$ cat src/rtl/irqseq_pkg.sv
package irqseq_pkg;

  localparam int WORD_W    = 16;
  localparam int SR_PRIV   = 15;
  localparam int SR_LVL_LO = 8;
  localparam int SR_LVL_W  = 3;
  localparam int SR_CC_W   = 3;

  localparam int SLOT_PC  = 0;
  localparam int SLOT_SR  = 1;
  localparam int SLOT_SSP = 2;
  localparam int SLOT_USP = 3;
  localparam int N_SLOTS  = 4;

  typedef logic [WORD_W-1:0] word_t;

  typedef enum logic [3:0] {
    ST_IDLE,
    ST_PUSH_SR,
    ST_PUSH_PC,
    ST_VEC_REQ,
    ST_VEC_WAIT,
    ST_POP_PC_REQ,
    ST_POP_PC_WAIT,
    ST_POP_SR_REQ,
    ST_POP_SR_WAIT,
    ST_DONE
  } seq_state_e;

  // Status word for the handler: supervisor, new level, flags cleared.
  function automatic word_t sr_on_entry(word_t sr, logic [SR_LVL_W-1:0] lvl);
    word_t r;
    r = sr;
    r[SR_PRIV] = 1'b0;
    r[SR_LVL_LO +: SR_LVL_W] = lvl;
    r[SR_CC_W-1:0] = '0;
    return r;
  endfunction

endpackage

$ cat src/rtl/irqseq_ctx_regs.sv
module irqseq_ctx_regs
  import irqseq_pkg::*;
#(
  parameter word_t PC_RST  = 16'h0400,
  parameter word_t SR_RST  = 16'h8002,
  parameter word_t SSP_RST = 16'h3000,
  parameter word_t USP_RST = 16'h0000
) (
  input  logic                           clk,
  input  logic                           rst_n,
  input  logic [N_SLOTS-1:0]             ld,
  input  logic [N_SLOTS-1:0][WORD_W-1:0] d,
  output logic [N_SLOTS-1:0][WORD_W-1:0] q
);

  localparam logic [N_SLOTS-1:0][WORD_W-1:0] RST_VALS =
    {USP_RST, SSP_RST, SR_RST, PC_RST};

  for (genvar g = 0; g < N_SLOTS; g++) begin : g_slot
    always_ff @(posedge clk) begin
      if (!rst_n)     q[g] <= RST_VALS[g];
      else if (ld[g]) q[g] <= d[g];
    end
  end

endmodule

$ cat src/rtl/irqseq_fsm.sv
module irqseq_fsm
  import irqseq_pkg::*;
#(
  parameter int                        VEC_W      = 8,
  parameter logic [WORD_W-VEC_W-1:0]   TABLE_PAGE = 'h01
) (
  input  logic                           clk,
  input  logic                           rst_n,
  input  logic                           fetch_start,
  input  logic                           int_req,
  input  logic [VEC_W-1:0]               int_vec,
  input  logic [SR_LVL_W-1:0]            int_lvl,
  input  logic                           ret_req,
  input  word_t                          r6_in,
  input  logic [N_SLOTS-1:0][WORD_W-1:0] ctx_q,
  output logic [N_SLOTS-1:0]             ctx_ld,
  output logic [N_SLOTS-1:0][WORD_W-1:0] ctx_d,
  output logic                           mem_valid,
  input  logic                           mem_ready,
  output logic                           mem_we,
  output word_t                          mem_addr,
  output word_t                          mem_wdata,
  input  logic                           mem_rvalid,
  input  word_t                          mem_rdata,
  output logic                           r6_we,
  output word_t                          r6_wdata,
  output logic                           busy,
  output logic                           done
);

  seq_state_e            state_q, state_d;
  word_t                 sp_q, sp_d;
  word_t                 r6_fin_q, r6_fin_d;
  logic [VEC_W-1:0]      vec_q, vec_d;
  logic [SR_LVL_W-1:0]   lvl_q, lvl_d;

  word_t pc_cur, sr_cur, ssp_cur, usp_cur;
  assign pc_cur  = ctx_q[SLOT_PC];
  assign sr_cur  = ctx_q[SLOT_SR];
  assign ssp_cur = ctx_q[SLOT_SSP];
  assign usp_cur = ctx_q[SLOT_USP];

  always_ff @(posedge clk) begin
    if (!rst_n) begin
      state_q  <= ST_IDLE;
      sp_q     <= '0;
      r6_fin_q <= '0;
      vec_q    <= '0;
      lvl_q    <= '0;
    end else begin
      state_q  <= state_d;
      sp_q     <= sp_d;
      r6_fin_q <= r6_fin_d;
      vec_q    <= vec_d;
      lvl_q    <= lvl_d;
    end
  end

  always_comb begin
    state_d   = state_q;
    sp_d      = sp_q;
    r6_fin_d  = r6_fin_q;
    vec_d     = vec_q;
    lvl_d     = lvl_q;
    ctx_ld    = '0;
    ctx_d     = ctx_q;
    mem_valid = 1'b0;
    mem_we    = 1'b0;
    mem_addr  = sp_q;
    mem_wdata = '0;
    r6_we     = 1'b0;
    r6_wdata  = r6_fin_q;
    done      = 1'b0;

    unique case (state_q)
      ST_IDLE: begin
        if (fetch_start && int_req) begin
          vec_d = int_vec;
          lvl_d = int_lvl;
          if (sr_cur[SR_PRIV]) begin
            ctx_ld[SLOT_USP] = 1'b1;
            ctx_d[SLOT_USP]  = r6_in;
            sp_d             = ssp_cur - 1'b1;
          end else begin
            sp_d = r6_in - 1'b1;
          end
          state_d = ST_PUSH_SR;
        end else if (fetch_start && ret_req) begin
          sp_d    = r6_in;
          state_d = ST_POP_PC_REQ;
        end
      end

      ST_PUSH_SR: begin
        mem_valid = 1'b1;
        mem_we    = 1'b1;
        mem_wdata = sr_cur;
        if (mem_ready) begin
          sp_d    = sp_q - 1'b1;
          state_d = ST_PUSH_PC;
        end
      end

      ST_PUSH_PC: begin
        mem_valid = 1'b1;
        mem_we    = 1'b1;
        mem_wdata = pc_cur;
        if (mem_ready) state_d = ST_VEC_REQ;
      end

      ST_VEC_REQ: begin
        mem_valid = 1'b1;
        mem_addr  = {TABLE_PAGE, vec_q};
        if (mem_ready) state_d = ST_VEC_WAIT;
      end

      ST_VEC_WAIT: begin
        if (mem_rvalid) begin
          ctx_ld[SLOT_PC] = 1'b1;
          ctx_d[SLOT_PC]  = mem_rdata;
          ctx_ld[SLOT_SR] = 1'b1;
          ctx_d[SLOT_SR]  = sr_on_entry(sr_cur, lvl_q);
          r6_fin_d        = sp_q;
          state_d         = ST_DONE;
        end
      end

      ST_POP_PC_REQ: begin
        mem_valid = 1'b1;
        if (mem_ready) begin
          sp_d    = sp_q + 1'b1;
          state_d = ST_POP_PC_WAIT;
        end
      end

      ST_POP_PC_WAIT: begin
        if (mem_rvalid) begin
          ctx_ld[SLOT_PC] = 1'b1;
          ctx_d[SLOT_PC]  = mem_rdata;
          state_d         = ST_POP_SR_REQ;
        end
      end

      ST_POP_SR_REQ: begin
        mem_valid = 1'b1;
        if (mem_ready) begin
          sp_d    = sp_q + 1'b1;
          state_d = ST_POP_SR_WAIT;
        end
      end

      ST_POP_SR_WAIT: begin
        if (mem_rvalid) begin
          ctx_ld[SLOT_SR] = 1'b1;
          ctx_d[SLOT_SR]  = mem_rdata;
          if (mem_rdata[SR_PRIV]) begin
            ctx_ld[SLOT_SSP] = 1'b1;
            ctx_d[SLOT_SSP]  = sp_q;
            r6_fin_d         = usp_cur;
          end else begin
            r6_fin_d = sp_q;
          end
          state_d = ST_DONE;
        end
      end

      ST_DONE: begin
        r6_we   = 1'b1;
        done    = 1'b1;
        state_d = ST_IDLE;
      end

      default: state_d = ST_IDLE;
    endcase
  end

  assign busy = (state_q != ST_IDLE);

endmodule

$ cat src/rtl/irq_ctx_seq.sv
module irq_ctx_seq
  import irqseq_pkg::*;
#(
  parameter int                      VEC_W      = 8,
  parameter logic [WORD_W-VEC_W-1:0] TABLE_PAGE = 'h01,
  parameter word_t                   PC_RST     = 16'h0400,
  parameter word_t                   SR_RST     = 16'h8002,
  parameter word_t                   SSP_RST    = 16'h3000,
  parameter word_t                   USP_RST    = 16'h0000
) (
  input  logic                clk,
  input  logic                rst_n,
  input  logic                fetch_start,
  input  logic                int_req,
  input  logic [VEC_W-1:0]    int_vec,
  input  logic [SR_LVL_W-1:0] int_lvl,
  input  logic                ret_req,
  input  logic [WORD_W-1:0]   r6_in,
  output logic                r6_we,
  output logic [WORD_W-1:0]   r6_wdata,
  output logic                mem_valid,
  input  logic                mem_ready,
  output logic                mem_we,
  output logic [WORD_W-1:0]   mem_addr,
  output logic [WORD_W-1:0]   mem_wdata,
  input  logic                mem_rvalid,
  input  logic [WORD_W-1:0]   mem_rdata,
  output logic [WORD_W-1:0]   pc_o,
  output logic [WORD_W-1:0]   psr_o,
  output logic                busy,
  output logic                done
);

  logic [N_SLOTS-1:0]             ctx_ld;
  logic [N_SLOTS-1:0][WORD_W-1:0] ctx_d;
  logic [N_SLOTS-1:0][WORD_W-1:0] ctx_q;

  irqseq_ctx_regs #(
    .PC_RST (PC_RST),
    .SR_RST (SR_RST),
    .SSP_RST(SSP_RST),
    .USP_RST(USP_RST)
  ) u_regs (
    .clk  (clk),
    .rst_n(rst_n),
    .ld   (ctx_ld),
    .d    (ctx_d),
    .q    (ctx_q)
  );

  irqseq_fsm #(
    .VEC_W     (VEC_W),
    .TABLE_PAGE(TABLE_PAGE)
  ) u_fsm (
    .clk        (clk),
    .rst_n      (rst_n),
    .fetch_start(fetch_start),
    .int_req    (int_req),
    .int_vec    (int_vec),
    .int_lvl    (int_lvl),
    .ret_req    (ret_req),
    .r6_in      (r6_in),
    .ctx_q      (ctx_q),
    .ctx_ld     (ctx_ld),
    .ctx_d      (ctx_d),
    .mem_valid  (mem_valid),
    .mem_ready  (mem_ready),
    .mem_we     (mem_we),
    .mem_addr   (mem_addr),
    .mem_wdata  (mem_wdata),
    .mem_rvalid (mem_rvalid),
    .mem_rdata  (mem_rdata),
    .r6_we      (r6_we),
    .r6_wdata   (r6_wdata),
    .busy       (busy),
    .done       (done)
  );

  assign pc_o  = ctx_q[SLOT_PC];
  assign psr_o = ctx_q[SLOT_SR];

endmodule

$ cat config.mk
export PLATFORM = sky130hd
export DESIGN_NAME = irq_ctx_seq
export DESIGN_NICKNAME = d
export VERILOG_FILES = /design/src/rtl/irqseq_pkg.sv /design/src/rtl/irqseq_ctx_regs.sv /design/src/rtl/irqseq_fsm.sv /design/src/rtl/irq_ctx_seq.sv
export SDC_FILE = /design/constraint.sdc
export NUM_CORES = 1
export LEC_CHECK = 0
export ABC_AREA = 1
export BUFFER_PORTS_ARGS = -buffer_cell sky130_fd_sc_hd__buf_4
export CELL_PAD_IN_SITES_DETAIL_PLACEMENT = 1
export CELL_PAD_IN_SITES_GLOBAL_PLACEMENT = 2
export CORE_MARGIN = 8
export CORE_UTILIZATION = 32
export CTS_CLUSTER_SIZE = 25
export DETAILED_ROUTE_END_ITERATION = 8
export PLACE_DENSITY_LB_ADDON = 0.1
export SYNTH_ARGS = -nofsm -noshare
export SYNTH_HDL_FRONTEND = slang
export SYNTH_SLANG_ARGS = --single-unit
$ cat constraint.sdc
create_clock -name clk -period 4.02 [get_ports clk]
set_input_delay 0.402 -clock clk [delete_from_list [all_inputs] [get_ports clk]]
set_output_delay 0.402 -clock clk [all_outputs]
set_load 0.005 [all_outputs]
==> flow_metrics.py <==
metrics = {
    "timing": {
        "slew_headroom_pct": 36.8,
        "timing.hold.ws_ns": 0.252,
        "finalClockSkew_ns": 0.00671,
        "hold_viol": 0,
        "setup_slack_ns": 0.920,
        "setup_viol": 0,
        "tightest_slew_ns": 0.947,
        "tns_ns": 0,
        "fmaxAchievable_mhz": 323,
        "min_period_ns": 3.10,
        "post-route-period-util_pct": 77.1,
        "rsz0062_at_grt": "no",
        "slew_violations": 0,
    },
    "run": {
        "maxCapViolations": 0,
    },
    "floorplan": {
        "die_w_um": 159,
        "die_y_um": 159,
        "core_um2": 20100,
        "initial_utilization_pct": 32.3,
        "dieArea_um2": 25100,
        "io_pins": 135,
        "rows": 52,
    },
    "clock_network": {
        "clock_path_buffers": 2,
        "htree_num_levels": 3,
        "holdBufCountCts": 0,
        "cts_made_buffers": 9,
        "cts.sinks": 111,
        "cts_resized": 0,
        "root_buffer": "clkbuf_16",
        "clkLatencyLatePin_ns": 0.36,
        "clkTransAtPathRegs_ns": 0.08,
        "cts_tree": "yes",
        "post_cts_buffers": 0,
    },
    "drt": {
        "drc": 0,
        "drt_iter0_drc": 382,
        "wl_per_cell_um": 19.2,
        "drtPass1Iterations": 4,
        "final_antenna_net_count": 0,
        "vias": 6659,
        "drt_wl_total_um": 25500,
        "viasPerCell": 5.03,
    },
    "cells_and_area": {
        "layout_commonest_cell": "o21ai_0",
        "fillerInstances": 2615,
        "drive_gt1_share_pct": 19.9,
        "stdcell_area_um2": 7730,
        "regArea_um2": 2220,
        "diodes": 0,
        "nets": 1101,
        "final_cell_mix": "o21ai_0 (158), nand2_1 (154), buf_4 (143), nor2_1 (126), dfxtp_1 (111)",
        "multi_input_area_um2": 3410,
        "syn2layout_area_growth_pct": 18.9,
    },
    "synth": {
        "netlist.area_leader.share_pct": 34.2,
        "yosysWarnings": 0,
        "synth_seq_area_share_pct": 34.2,
        "synth.net_count": 1030,
        "yosysTopAreaCell": "dfxtp_1",
        "synth_area_um2": 6500,
        "synth.distinct_cells": 44,
        "synth_seq_cells": 111,
        "netlist_instances": 978,
        "synth_edf_count": 0,
        "yosys_most_used_dff": "dfxtp_1",
        "avgSynthCellArea_um2": 6.64,
        "async_reset_ff_share_pct": 0,
        "yosys-top-cells-area": "dfxtp_1 (34%), o21ai_0 (12%), nand2_1 (8.9%)",
    },
    "global_routing": {
        "antenna_found_initial": 0,
        "grt_pass1_vias": 6680,
        "grt_usage_pct": 20.6,
        "grt_overflow_total": 0,
        "grt_pass1_wl_um": 39100,
        "grt_max_degree": 72,
    },
    "power": {
        "finalPower_mw": 5.36,
        "vdd_drop_max_mv": 0.276,
        "p_per_area_nw_per_um2": 694,
        "leakagePower_nw": 3.47,
    },
    "setup_path": {
        "regToRegSetupSlack_ns": 0.92,
        "path_class": "reg -> reg",
        "critPathLaunchType": "flip-flop",
        "crit_path_end_kind": "flip-flop",
        "worst_r2r_endpoint": "u_fsm.sp_q[8]",
        "crit_arrival_ns": 3.35,
        "worstPathRequired_ns": 4.27,
        "r2r.worst_path.cells": 12,
        "cp_max_fo": 30,
        "worstReg2RegStart": "u_regs.q[31]",
    },
    "min_path": {
        "hold_path_class": "in -> reg",
        "hold_depth": 3,
        "min_to": "u_fsm.lvl_q[1]",
        "min_from": "int_lvl[1]",
    },
    "run_status": {
        "status": "finished, final reports clean",
    },
    "placement": {
        "io_buffers": 134,
        "place_area_um2": 7400,
        "gp_congestion": 0.875,
        "pre_cts_slack_ns": 0.915,
        "hpwlAfterDp_um": 19300,
    },
}
[cells in the mapped netlist (2+ instances only)]
cell type and number:
inv_2 7, o211ai_1 2, o21ai_2 2, buf_6 5, buf_1 3, nand4_1 5
inv_1 83, nand3_2 2, nor2_1 127, nand2_4 4, buf_2 14, nand2_1 154
xor2_1 6, a211oi_1 2, buf_4 38, o21ai_0 158, clkbuf_1 23, inv_4 2
a41oi_1 10, a32o_1 6, o21ai_1 4, nand3_1 55, xnor2_1 4, nand3b_1 2
a21oi_1 96, nand2_2 14, nor2_4 5, and2_1 3, dfxtp_1 111, clkinv_1 2
a31oi_1 7, ha_1 2, nor2_2 9
[stage by stage]
step / util, % / std cells
2_1_floorplan: - / 978
3_3_place_gp: 36.8 / 1308
3_5_place_dp: 36.8 / 1308
4_1_cts: 38.4 / 1324
5_1_grt: 38.4 / 1324
6_report: 38.4 / 1324
[final cells by class]
class | count | area share, %
inverter | 94 | 4.63
sequential | 111 | 28.8
multi-input combinational | 690 | 44.2
clock buffer | 10 | 3.09
clock inverter | 6 | 1.09
tap | 270 | 4.37
timing repair buffer | 143 | 13.9
[critical path, stage by stage (launching register included)]
cell and delay (ns):
dfxtp_1 0.95, inv_1 0.39, o21ai_2 0.27, ha_1 0.25, inv_1 0.07, nor2_1 0.14
inv_1 0.07, nor2_1 0.31, nand2_1 0.10, nand2_1 0.07, nand3_1 0.08, a21oi_1 0.20
a21oi_1 0.10
[flip-flops by register name, summed over array words and instances, names as in the netlist]
register        count
u_fsm.vec_q         8
u_fsm.state_q       4
u_fsm.lvl_q         3
u_regs.q           64
u_fsm.r6_wdata     16
u_fsm.sp_q         16
[how the worst max path moves through the flow]
stage,from,end,cells after the start
final,u_regs.q[31],u_fsm.sp_q[8],12
after global routing,u_regs.q[31],u_fsm.sp_q[8],12
after CTS,u_regs.q[31],u_fsm.sp_q[8],12
after detailed placement,u_regs.q[31],u_fsm.sp_q[8],12
after global placement,u_regs.q[31],u_fsm.sp_q[8],12
after floorplan,u_regs.q[31],u_fsm.sp_q[12],13
[logic make-up (layout without fill, tap and decap cells)]
| family | Yosys count | after routing | synth area share, % |
|---|---|---|---|
| AND/OR/NAND/NOR | 384 | 384 | 26.1 |
| AO/OA/AOI/OAI | 294 | 294 | 24.6 |
| buffers and inverters | 177 | 253 | 13.3 |
| flip-flops | 111 | 111 | 34.2 |
| XOR/XNOR | 10 | 10 | 1.35 |
| adder cells (fa/ha/maj) | 2 | 2 | 0.385 |
[metal layers]
| layer | part of all wire [%] | GRT usage (%) | routed length, um | vias to the layer above |
|---|---|---|---|---|
| li1 | - | - | - | 3344 |
| met1 | 44 | 25.3 | 11200 | 3167 |
| met2 | 49 | 36.0 | 12500 | 124 |
| met3 | 4.9 | 3.75 | 1240 | 24 |
| met4 | 2.0 | 5.97 | 513 | 0 |
| met5 | 0 | 0 | 0 | - |
[where the power goes]
part,total [mW],internal (mW),switching [mW]
Clock,1.01,0.518,0.487
Combinational,2.82,0.983,1.84
Sequential,1.54,1.33,0.207
Total,5.36,2.83,2.53
Power figures use the tool's default switching activity.
